[config.mk]
export PLATFORM = sky130hd
export DESIGN_NAME = acc_cpu
export DESIGN_NICKNAME = d
export VERILOG_FILES = /design/src/rtl/acc_pkg.sv /design/src/rtl/acc_fsm.sv /design/src/rtl/acc_alu.sv /design/src/rtl/acc_idx.sv /design/src/rtl/acc_cpu.sv
export SDC_FILE = /design/constraint.sdc
export NUM_CORES = 1
export LEC_CHECK = 0
export ABC_AREA = 1
export BUFFER_PORTS_ARGS = -buffer_cell sky130_fd_sc_hd__clkbuf_2
export CAP_MARGIN = 30
export CORE_UTILIZATION = 65
export DETAILED_ROUTE_END_ITERATION = 8
export PLACE_DENSITY = 0.87
export SLEW_MARGIN = 20
export SYNTH_ARGS = -nofsm -noshare
export SYNTH_HDL_FRONTEND = slang
export SYNTH_HIERARCHICAL = 1
export SYNTH_SLANG_ARGS = --single-unit
[constraint.sdc]
create_clock -name clk -period 5 [get_ports clk]
set_input_delay 1 -clock clk [delete_from_list [all_inputs] [get_ports clk]]
set_output_delay 1 -clock clk [all_outputs]
set_load 0.05 [all_outputs]
[src/rtl/acc_pkg.sv]
package acc_pkg;

    parameter int WORD_W = 16;
    parameter int OP_W   = 4;
    localparam int ADR_W = WORD_W - OP_W - 1;
    localparam int XBIT  = ADR_W;

    typedef enum logic [OP_W-1:0] {
        OP_HALT  = 4'h0,
        OP_LOAD  = 4'h1,
        OP_STORE = 4'h2,
        OP_ADD   = 4'h3,
        OP_SUB   = 4'h4,
        OP_SHL   = 4'h5,
        OP_SHR   = 4'h6,
        OP_JUMP  = 4'h7,
        OP_JGE   = 4'h8,
        OP_LDADR = 4'h9,
        OP_STADR = 4'hA,
        OP_JZI   = 4'hB,
        OP_LDI   = 4'hC,
        OP_STI   = 4'hD,
        OP_INCI  = 4'hE,
        OP_RSVD  = 4'hF
    } opcode_e;

    typedef enum logic [2:0] {
        ST_FETCH,
        ST_DECODE,
        ST_MEMORY,
        ST_EXECUTE,
        ST_HALTED
    } state_e;

    function automatic logic uses_operand(opcode_e op);
        return (op == OP_LOAD)  || (op == OP_STORE) || (op == OP_ADD) ||
               (op == OP_SUB)   || (op == OP_LDADR) || (op == OP_STADR) ||
               (op == OP_LDI)   || (op == OP_STI);
    endfunction

    function automatic logic writes_memory(opcode_e op);
        return (op == OP_STORE) || (op == OP_STADR) || (op == OP_STI);
    endfunction

    function automatic logic stops_core(opcode_e op);
        return (op == OP_HALT) || (op == OP_RSVD);
    endfunction

endpackage

[src/rtl/acc_fsm.sv]
module acc_fsm
    import acc_pkg::*;
(
    input  logic            clk,
    input  logic            rst_n,
    input  logic [OP_W-1:0] fetched_op,
    output state_e          state,
    output logic            decode_slot,
    output logic            exec_slot,
    output logic            halted
);

    state_e state_q;
    state_e state_d;
    opcode_e dec_op;

    assign dec_op = opcode_e'(fetched_op);

    // State register
    always_ff @(posedge clk or negedge rst_n) begin
        if (!rst_n) begin
            state_q <= ST_FETCH;
        end else begin
            state_q <= state_d;
        end
    end

    // Next-state selection
    always_comb begin
        state_d = state_q;
        unique case (state_q)
            ST_FETCH:   state_d = ST_DECODE;
            ST_DECODE: begin
                if (stops_core(dec_op)) begin
                    state_d = ST_HALTED;
                end else if (uses_operand(dec_op)) begin
                    state_d = ST_MEMORY;
                end else begin
                    state_d = ST_EXECUTE;
                end
            end
            ST_MEMORY:  state_d = ST_EXECUTE;
            ST_EXECUTE: state_d = ST_FETCH;
            ST_HALTED:  state_d = ST_HALTED;
            default:    state_d = ST_FETCH;
        endcase
    end

    // Outputs
    always_comb begin
        decode_slot = 1'b0;
        exec_slot   = 1'b0;
        halted      = 1'b0;
        unique case (state_q)
            ST_DECODE:  decode_slot = 1'b1;
            ST_EXECUTE: exec_slot   = 1'b1;
            ST_HALTED:  halted      = 1'b1;
            default: ;
        endcase
    end

    assign state = state_q;

endmodule

[src/rtl/acc_alu.sv]
module acc_alu
    import acc_pkg::*;
(
    input  opcode_e           op,
    input  logic [WORD_W-1:0] ac,
    input  logic [WORD_W-1:0] operand,
    output logic [WORD_W-1:0] ac_next,
    output logic              ac_write,
    output logic              ac_nonneg
);

    assign ac_nonneg = ~ac[WORD_W-1];

    always_comb begin
        ac_next  = ac;
        ac_write = 1'b1;
        unique case (op)
            OP_LOAD:  ac_next = operand;
            OP_ADD:   ac_next = ac + operand;
            OP_SUB:   ac_next = ac - operand;
            OP_SHL:   ac_next = {ac[WORD_W-2:0], 1'b0};
            OP_SHR:   ac_next = {1'b0, ac[WORD_W-1:1]};
            OP_LDADR: ac_next = {{(WORD_W-ADR_W){1'b0}}, operand[ADR_W-1:0]};
            default:  ac_write = 1'b0;
        endcase
    end

endmodule

[src/rtl/acc_idx.sv]
module acc_idx
    import acc_pkg::*;
(
    input  opcode_e          op,
    input  logic             idx_flag,
    input  logic [ADR_W-1:0] ix,
    input  logic [ADR_W-1:0] field,
    input  logic [ADR_W-1:0] operand_low,
    output logic [ADR_W-1:0] eff_addr,
    output logic [ADR_W-1:0] ix_next,
    output logic             ix_write,
    output logic             ix_zero
);

    logic indexable;

    assign indexable = (op == OP_LOAD) || (op == OP_ADD);
    assign eff_addr  = (indexable && idx_flag) ? field + ix : field;
    assign ix_zero   = (ix == '0);

    always_comb begin
        ix_next  = ix;
        ix_write = 1'b0;
        unique case (op)
            OP_LDI: begin
                ix_next  = operand_low;
                ix_write = 1'b1;
            end
            OP_INCI: begin
                ix_next  = ix + field;
                ix_write = 1'b1;
            end
            OP_JZI: begin
                ix_next  = ix + 1'b1;
                ix_write = !ix_zero;
            end
            default: ;
        endcase
    end

endmodule

[src/rtl/acc_cpu.sv]
module acc_cpu
    import acc_pkg::*;
(
    input  logic              clk,
    input  logic              rst_n,
    output logic [ADR_W-1:0]  mem_addr,
    output logic [WORD_W-1:0] mem_wdata,
    output logic              mem_we,
    input  logic [WORD_W-1:0] mem_rdata,
    output logic              halted,
    output logic [WORD_W-1:0] ac_dbg
);

    state_e            state_q;
    logic              decode_slot;
    logic              exec_slot;
    logic [ADR_W-1:0]  pc_q;
    logic [ADR_W-1:0]  ix_q;
    logic [WORD_W-1:0] ac_q;
    logic [WORD_W-1:0] ir_q;

    opcode_e           ir_op;
    logic              ir_xflag;
    logic [ADR_W-1:0]  ir_field;

    logic [WORD_W-1:0] ac_next;
    logic              ac_write;
    logic              ac_nonneg;
    logic [ADR_W-1:0]  eff_addr;
    logic [ADR_W-1:0]  ix_next;
    logic              ix_write;
    logic              ix_zero;
    logic              pc_load;

    assign ir_op    = opcode_e'(ir_q[WORD_W-1 -: OP_W]);
    assign ir_xflag = ir_q[XBIT];
    assign ir_field = ir_q[ADR_W-1:0];

    acc_fsm u_fsm (
        .clk         (clk),
        .rst_n       (rst_n),
        .fetched_op  (mem_rdata[WORD_W-1 -: OP_W]),
        .state       (state_q),
        .decode_slot (decode_slot),
        .exec_slot   (exec_slot),
        .halted      (halted)
    );

    acc_alu u_alu (
        .op        (ir_op),
        .ac        (ac_q),
        .operand   (mem_rdata),
        .ac_next   (ac_next),
        .ac_write  (ac_write),
        .ac_nonneg (ac_nonneg)
    );

    acc_idx u_idx (
        .op          (ir_op),
        .idx_flag    (ir_xflag),
        .ix          (ix_q),
        .field       (ir_field),
        .operand_low (mem_rdata[ADR_W-1:0]),
        .eff_addr    (eff_addr),
        .ix_next     (ix_next),
        .ix_write    (ix_write),
        .ix_zero     (ix_zero)
    );

    always_comb begin
        pc_load = 1'b0;
        if (exec_slot) begin
            unique case (ir_op)
                OP_JUMP: pc_load = 1'b1;
                OP_JGE:  pc_load = ac_nonneg;
                OP_JZI:  pc_load = ix_zero;
                default: pc_load = 1'b0;
            endcase
        end
    end

    always_ff @(posedge clk or negedge rst_n) begin
        if (!rst_n) begin
            pc_q <= '0;
            ac_q <= '0;
            ix_q <= '0;
            ir_q <= '0;
        end else begin
            if (decode_slot) begin
                ir_q <= mem_rdata;
                pc_q <= pc_q + 1'b1;
            end
            if (exec_slot && ac_write) begin
                ac_q <= ac_next;
            end
            if (exec_slot && ix_write) begin
                ix_q <= ix_next;
            end
            if (pc_load) begin
                pc_q <= ir_field;
            end
        end
    end

    // Memory port driven from the state
    always_comb begin
        mem_addr  = pc_q;
        mem_wdata = '0;
        mem_we    = 1'b0;
        unique case (state_q)
            ST_FETCH:  mem_addr = pc_q;
            ST_MEMORY: mem_addr = eff_addr;
            ST_EXECUTE: begin
                mem_addr = eff_addr;
                mem_we   = writes_memory(ir_op);
                unique case (ir_op)
                    OP_STORE: mem_wdata = ac_q;
                    OP_STADR: mem_wdata = {mem_rdata[WORD_W-1:ADR_W], ac_q[ADR_W-1:0]};
                    OP_STI:   mem_wdata = {{(WORD_W-ADR_W){1'b0}}, ix_q};
                    default:  mem_wdata = '0;
                endcase
            end
            default: mem_addr = pc_q;
        endcase
    end

    assign ac_dbg = ac_q;

endmodule

# [Word level (Yosys, flattened, before mapping)]
# Cells that the tools add are included.
[word_totals] register_bits=57 inputBits=18 output_inout_bits=45
[op_classes] n_addsub=5 eq_ne=27 mux=19 n_bitwise=1 reduce_logical=26
[op_table] operator="one-hot mux 16 bit (6 select lines)" n=1
[op_table] operator="equality test 4 bit (second input constant)" n=12
[op_table] operator="one-hot mux 16 bit (3 select lines)" n=1
[op_table] operator="two-way mux 11 bit" n=4
[op_table] operator="one-hot mux 11 bit (3 select lines)" n=1
[op_table] operator="adder 11 x 1 -> 11 bit (second input constant)" n=2
[op_table] operator="equality test 4 x 3 -> 1 bit (second input constant)" n=5
[op_table] operator="adder 16 bit" n=1
[op_table] operator="equality test 4 x 2 -> 1 bit (second input constant)" n=4
[op_table] operator="two-way mux 16 bit" n=1
[op_table] operator="subtractor 16 bit" n=1
[op_table] operator="one-hot mux 3 bit (4 select lines)" n=1
[op_table] operator="adder 11 bit" n=1
[op_table] operator="logical NOT 11 bit" n=1
[op_table] operator="logical OR 1 bit" n=11
[op_table] operator="equality test 4 x 1 -> 1 bit (second input constant)" n=2
[op_table] operator="two-way mux 1 bit" n=7
[op_table] operator="equality test 3 x 2 -> 1 bit (second input constant)" n=2
[op_table] operator="nonzero test 6 bit" n=1
[op_table] operator="OR reduction 6 bit" n=1
[op_table] operator="logical NOT 4 bit" n=1
[op_table] operator="AND reduction 2 bit" n=2
[op_table] operator="OR reduction 2 bit" n=2
[op_table] operator="equality test 3 x 1 -> 1 bit (second input constant)" n=1
[op_table] operator="other kinds (10)" n=12

# [Depth between registers and ports, before layout]
[logic_depth] word_depth=11 mapped_depth=24

# [Cells and area by module]
# Netlist, hierarchy kept.
[modules_own_cells] mod="acc_cpu" n_inst=1 cells_each=332 area_each_um2=2791.4
[modules_own_cells] mod="acc_alu" n_inst=1 cells_each=347 area_each_um2=1864.3
[modules_own_cells] mod="acc_idx" n_inst=1 cells_each=263 area_each_um2=1292.5
[modules_own_cells] mod="acc_fsm" n_inst=1 cells_each=38 area_each_um2=216.5

# [Worst setup path after synthesis]
# OpenSTA, ideal clock, no wires.
[synth_path] kind="input -> register" start="input mem_rdata[0]" end="register ac_q[15], in the netlist ac_dbg[15]" setup_time_ps=125 arrival_ps=3185 required_time_ps=4875 slack_ps=1691 path_stages=22 path_buffers=0 path_cell_list="inv_1 ha_1 inv_1 nor3_2 nand3_1 nor2_1 nand3_1 nand2_1 xor2_1 inv_1 ha_1 a21oi_1 nand2_1 nand2_1 nand2_1 inv_1 nand2_1 inv_1 nand2_1 nand3_1 a21oi_1 mux2_2"
[synth_via] elab_chain_len=2 elab_cells_between_ends=3
[synth_lines] item="from (decl)" line_no="acc_cpu.sv:9" source="input logic [WORD_W-1:0] mem_rdata,"
[synth_lines] item="subtractor 16 bit / adder 16 bit (equally long branches)" line_no="acc_alu.sv:20, acc_alu.sv:19"
[synth_lines] item="one-hot mux 16 bit (6 select lines) (*)" line_no="acc_alu.sv:17" source="unique case (op)"
[synth_lines] item="net ac_next[15]" line_no="acc_cpu.sv:26" source="logic [WORD_W-1:0] ac_next;"
[synth_lines] item="to (signal assigned)" line_no="acc_cpu.sv:94" source="ac_q <= ac_next;"
[synth_lines] item="to (decl)" line_no="acc_cpu.sv:19" source="logic [WORD_W-1:0] ac_q;"
# Mark *: on every way through the listed nets, which the timed path passes. The rest lies on a longest branch.
# A chain may end at the register's enable or synchronous reset.

# [Worst setup path in the final report]
[layout_path] start="register ix_q[0]" end="output mem_addr[4]"
[layout_via] elab_chain_len=3
[layout_lines] item="from (decl)" line_no="acc_cpu.sv:18" source="logic [ADR_W-1:0] ix_q;"
[layout_lines] item="from (signal assigned)" line_no="acc_cpu.sv:97" source="ix_q <= ix_next;"
[layout_lines] item="adder 11 bit" line_no="acc_idx.sv:18" source="assign eff_addr = (indexable && idx_flag) ? field + ix : field;"
[layout_lines] item="two-way mux 11 bit" line_no="acc_idx.sv:18"
[layout_lines] item="net eff_addr[4]" line_no="acc_cpu.sv:29" source="logic [ADR_W-1:0] eff_addr;"
[layout_lines] item="two-way mux 11 bit" line_no="acc_cpu.sv:110" source="unique case (state_q)"
[layout_lines] item="to (decl)" line_no="acc_cpu.sv:6" source="output logic [ADR_W-1:0] mem_addr,"
# The timed path passes the listed nets, and every way through them passes these cells.

==> reports/qor.yml <==
routing:
  routed_wl_mm: 17.7
  drtAntennaViolNets: 0
  dr.pass1.iters: 6
  first_iter_violations: 660
  drc: 0
  wl_per_cell_um: 15.4
  num_vias: 6823
  vias_per_cell: 5.94
clocking:
  cts.htree.levels: 3
  cts.sinks: 57
  hold_buffers: 0
  cts-resized-gates: 0
  cts_tree: "yes"
  cts_setup_buffers: 0
  clock-root-buffer: "clkbuf_8"
  cts_buffer_depth: 2
  cts_buffers: 9
  clkTransAtPathRegs_ns: 0.08
  clkLatencyLatePin_ns: 0.35
sta:
  clock_skew_ns: 0.0103
  maxSlewViolCount: 0
  timing.final.crit_share: 0.751
  final.min_clock_period_ns: 3.76
  hold_violations: 0
  setup_tns_ns: 0
  slew_headroom: 0.461
  worst_pin_slew_ns: 0.806
  max_freq_ghz: 0.266
  rsz0062_at_grt: "false"
  setup_viol_count_final: 0
yosys:
  ys_seq_area_frac: 0.231
  synth_seq_cells: 57
  synth_cell_types: 47
  async_flop_share: 1.00
  ys_warn_count: 6
  synth.avg_cell_area_um2: 6.29
  synth-edff-count: 0
  synthesis.nets: 1029
  syn-cell-area_mm2: 0.00616
  postSynthCellCount: 980
  synth_top_flop_cell: "dfrtp_1"
global_routing:
  gr-total-overflow: 0
  antenna_found_initial: 0
  grt_pass1_vias: 6053
  grt_pass1_wl_mm: 28.9
  grt_usage: 0.369
  grt_max_degree: 58
critical_path:
  worstPathArrival_ns: 2.76
  crit_path_end_kind: "output pin"
  required_ns: 4.00
  cp_max_fo: 10
  start_kind: "flop"
  critPathKind: "reg -> out"
die:
  start_util: 0.670
  core_area_mm2: 0.00920
  die_h_um: 99.4
  num_rows: 35
  io_pins: 63
  dieWidth_um: 99.4
  die_area_mm2: 0.00988
placement:
  globalplace.congestion: 0.970
  hpwl_mm: 13.1
  io_buffers: 62
worst_hold_path:
  hold_class: "reg -> reg"
final_layout:
  nets: 1082
  diodes: 0
  drive_above_1_share: 0.152
  areaGrowthSynthToFinish_pct: 8.42
  fin_util: 0.727
  fillers: 850
flow_run:
  drv_cap: 0
status:
  status: "completed"
synth_stat cells (3+ instances only):
cell type    n  area (um^2)
inv_2       12         45.0
ha_1        29          363
clkbuf_1     4         15.0
nor2_2       4         25.0
o22ai_1      4         25.0
o21ai_1     15         75.1
a21oi_1     57          285
nor3_1       3         15.0
xor2_1      17          149
inv_1      127          477
nand3b_1     7         52.6
o211ai_1     3         22.5
nor2_4       4         45.0
nand2_2     11         68.8
mux2_2      27          304
nor3_2       4         40.0
or2_2        5         31.3
a21oi_2      3         26.3
nand4_1     22          138
nand3_2      3         30.0
a211oi_1     4         30.0
a31oi_1      5         31.3
nor2_1      67          251
nand2_1    320         1200
dfrtp_1     57         1430
buf_6        5         56.3
a22oi_1      3         22.5
o221ai_1     3         26.3
o21ai_0     24          120
xnor2_1      6         52.6
buf_2       12         60.1
nand3_1     94          470
cell families (layout without fill, tap and decap cells):
family	after synthesis	after routing	share of synthesized area
AOI/OAI and AO/OA	129	129	0.119
buffers and inverters	163	221	0.109
muxes	27	27	0.0493
and+or+nand+nor	550	550	0.393
DFF	57	57	0.231
adders and majority gates	31	31	0.0654
xor gates and xnor gates	23	23	0.0327
metal layers:
layer / wire (um) / track usage / share of wire
met1: 7320 / 0.478 / 0.41
met4: 580 / 0.145 / 0.033
met3: 1370 / 0.0457 / 0.078
met5: 0 / 0 / 0
met2: 8410 / 0.629 / 0.48
final cells by class:
class | count | area [um^2] | share of cell area
multi-input combinational | 760 | 4070 | 0.608
inverter | 139 | 522 | 0.0781
tap | 111 | 139 | 0.0208
clock buffer | 9 | 124 | 0.0185
sequential | 57 | 1430 | 0.213
timing repair buffer | 66 | 360 | 0.0539
clock inverter | 7 | 46.3 | 0.00693
sequential cells by signal, summed over array words and instances, names as in the netlist:
signal and count:
ac_dbg 16, ir_q 16, ix_q 11, pc_q 11, u_fsm/state 3
through the flow:
| step | setup slack, ns | instance area, um^2 | cells | hold WS [ns] |
|---|---|---|---|---|
| after floorplan | 1.69 | 6160 | 980 | 0.442 |
| after global placement | 1.31 | 6490 | 1132 | 0.496 |
| after detailed placement | 1.27 | 6510 | 1133 | 0.492 |
| after CTS | 1.31 | 6680 | 1149 | 0.510 |
| after global routing | 1.11 | 6680 | 1149 | 0.536 |
| final | 1.24 | 6680 | 1149 | 0.518 |
path summary, 6_finish.rpt:
| kind | startpoint | slack (ns) | depth (start not counted) | end |
|---|---|---|---|---|
| worst max-delay path | ix_q[0]$_DFFE_PN0P_ | 1.24 | 10 | mem_addr[4] |
| worst min-delay path | ir_q[11]$_DFFE_PN0P_ | 0.52 | 2 | ir_q[11]$_DFFE_PN0P_ |
| worst max register to register | ir_q[15]$_DFFE_PN0P_ | 1.79 | 17 | ac_dbg[7]$_DFFE_PN0P_ |
| worst min register to register | ir_q[11]$_DFFE_PN0P_ | 0.52 | 2 | ir_q[11]$_DFFE_PN0P_ |
| max in group asynchronous | rst_n | 3.69 | 2 | ac_dbg[5]$_DFFE_PN0P_ |
| min in group asynchronous | rst_n | 0.79 | 2 | pc_q[6]$_DFFE_PN0P_ |
worst max-delay path, cell delays in order (launching register included):
cell	delay, ns
dfrtp_1	0.50
ha_1	0.31
fa_1	0.45
nand2_1	0.10
nand3_1	0.11
nand2_1	0.10
xor2_1	0.32
o21ai_0	0.14
nand2_1	0.09
nand2_1	0.05
clkbuf_2	0.23
cell usage in the layout (no fill, tap or decap), types with 5 or more instances in the layout:
cell type  count
nand2_1      320
inv_1        127
nand3_1       94
nor2_1        67
clkbuf_2      62
a21oi_1       57
dfrtp_1       57
ha_1          29
mux2_2        27
o21ai_0       24
nand4_1       22
xor2_1        17
o21ai_1       15
inv_2         12
nand2_2       11
clkbuf_8       9
nand3b_1       7
xnor2_1        6
a31oi_1        5
or2_2          5
Power is not shown: default switching activity piles up to over one toggle a cycle in this logic, so the estimate is an artifact.
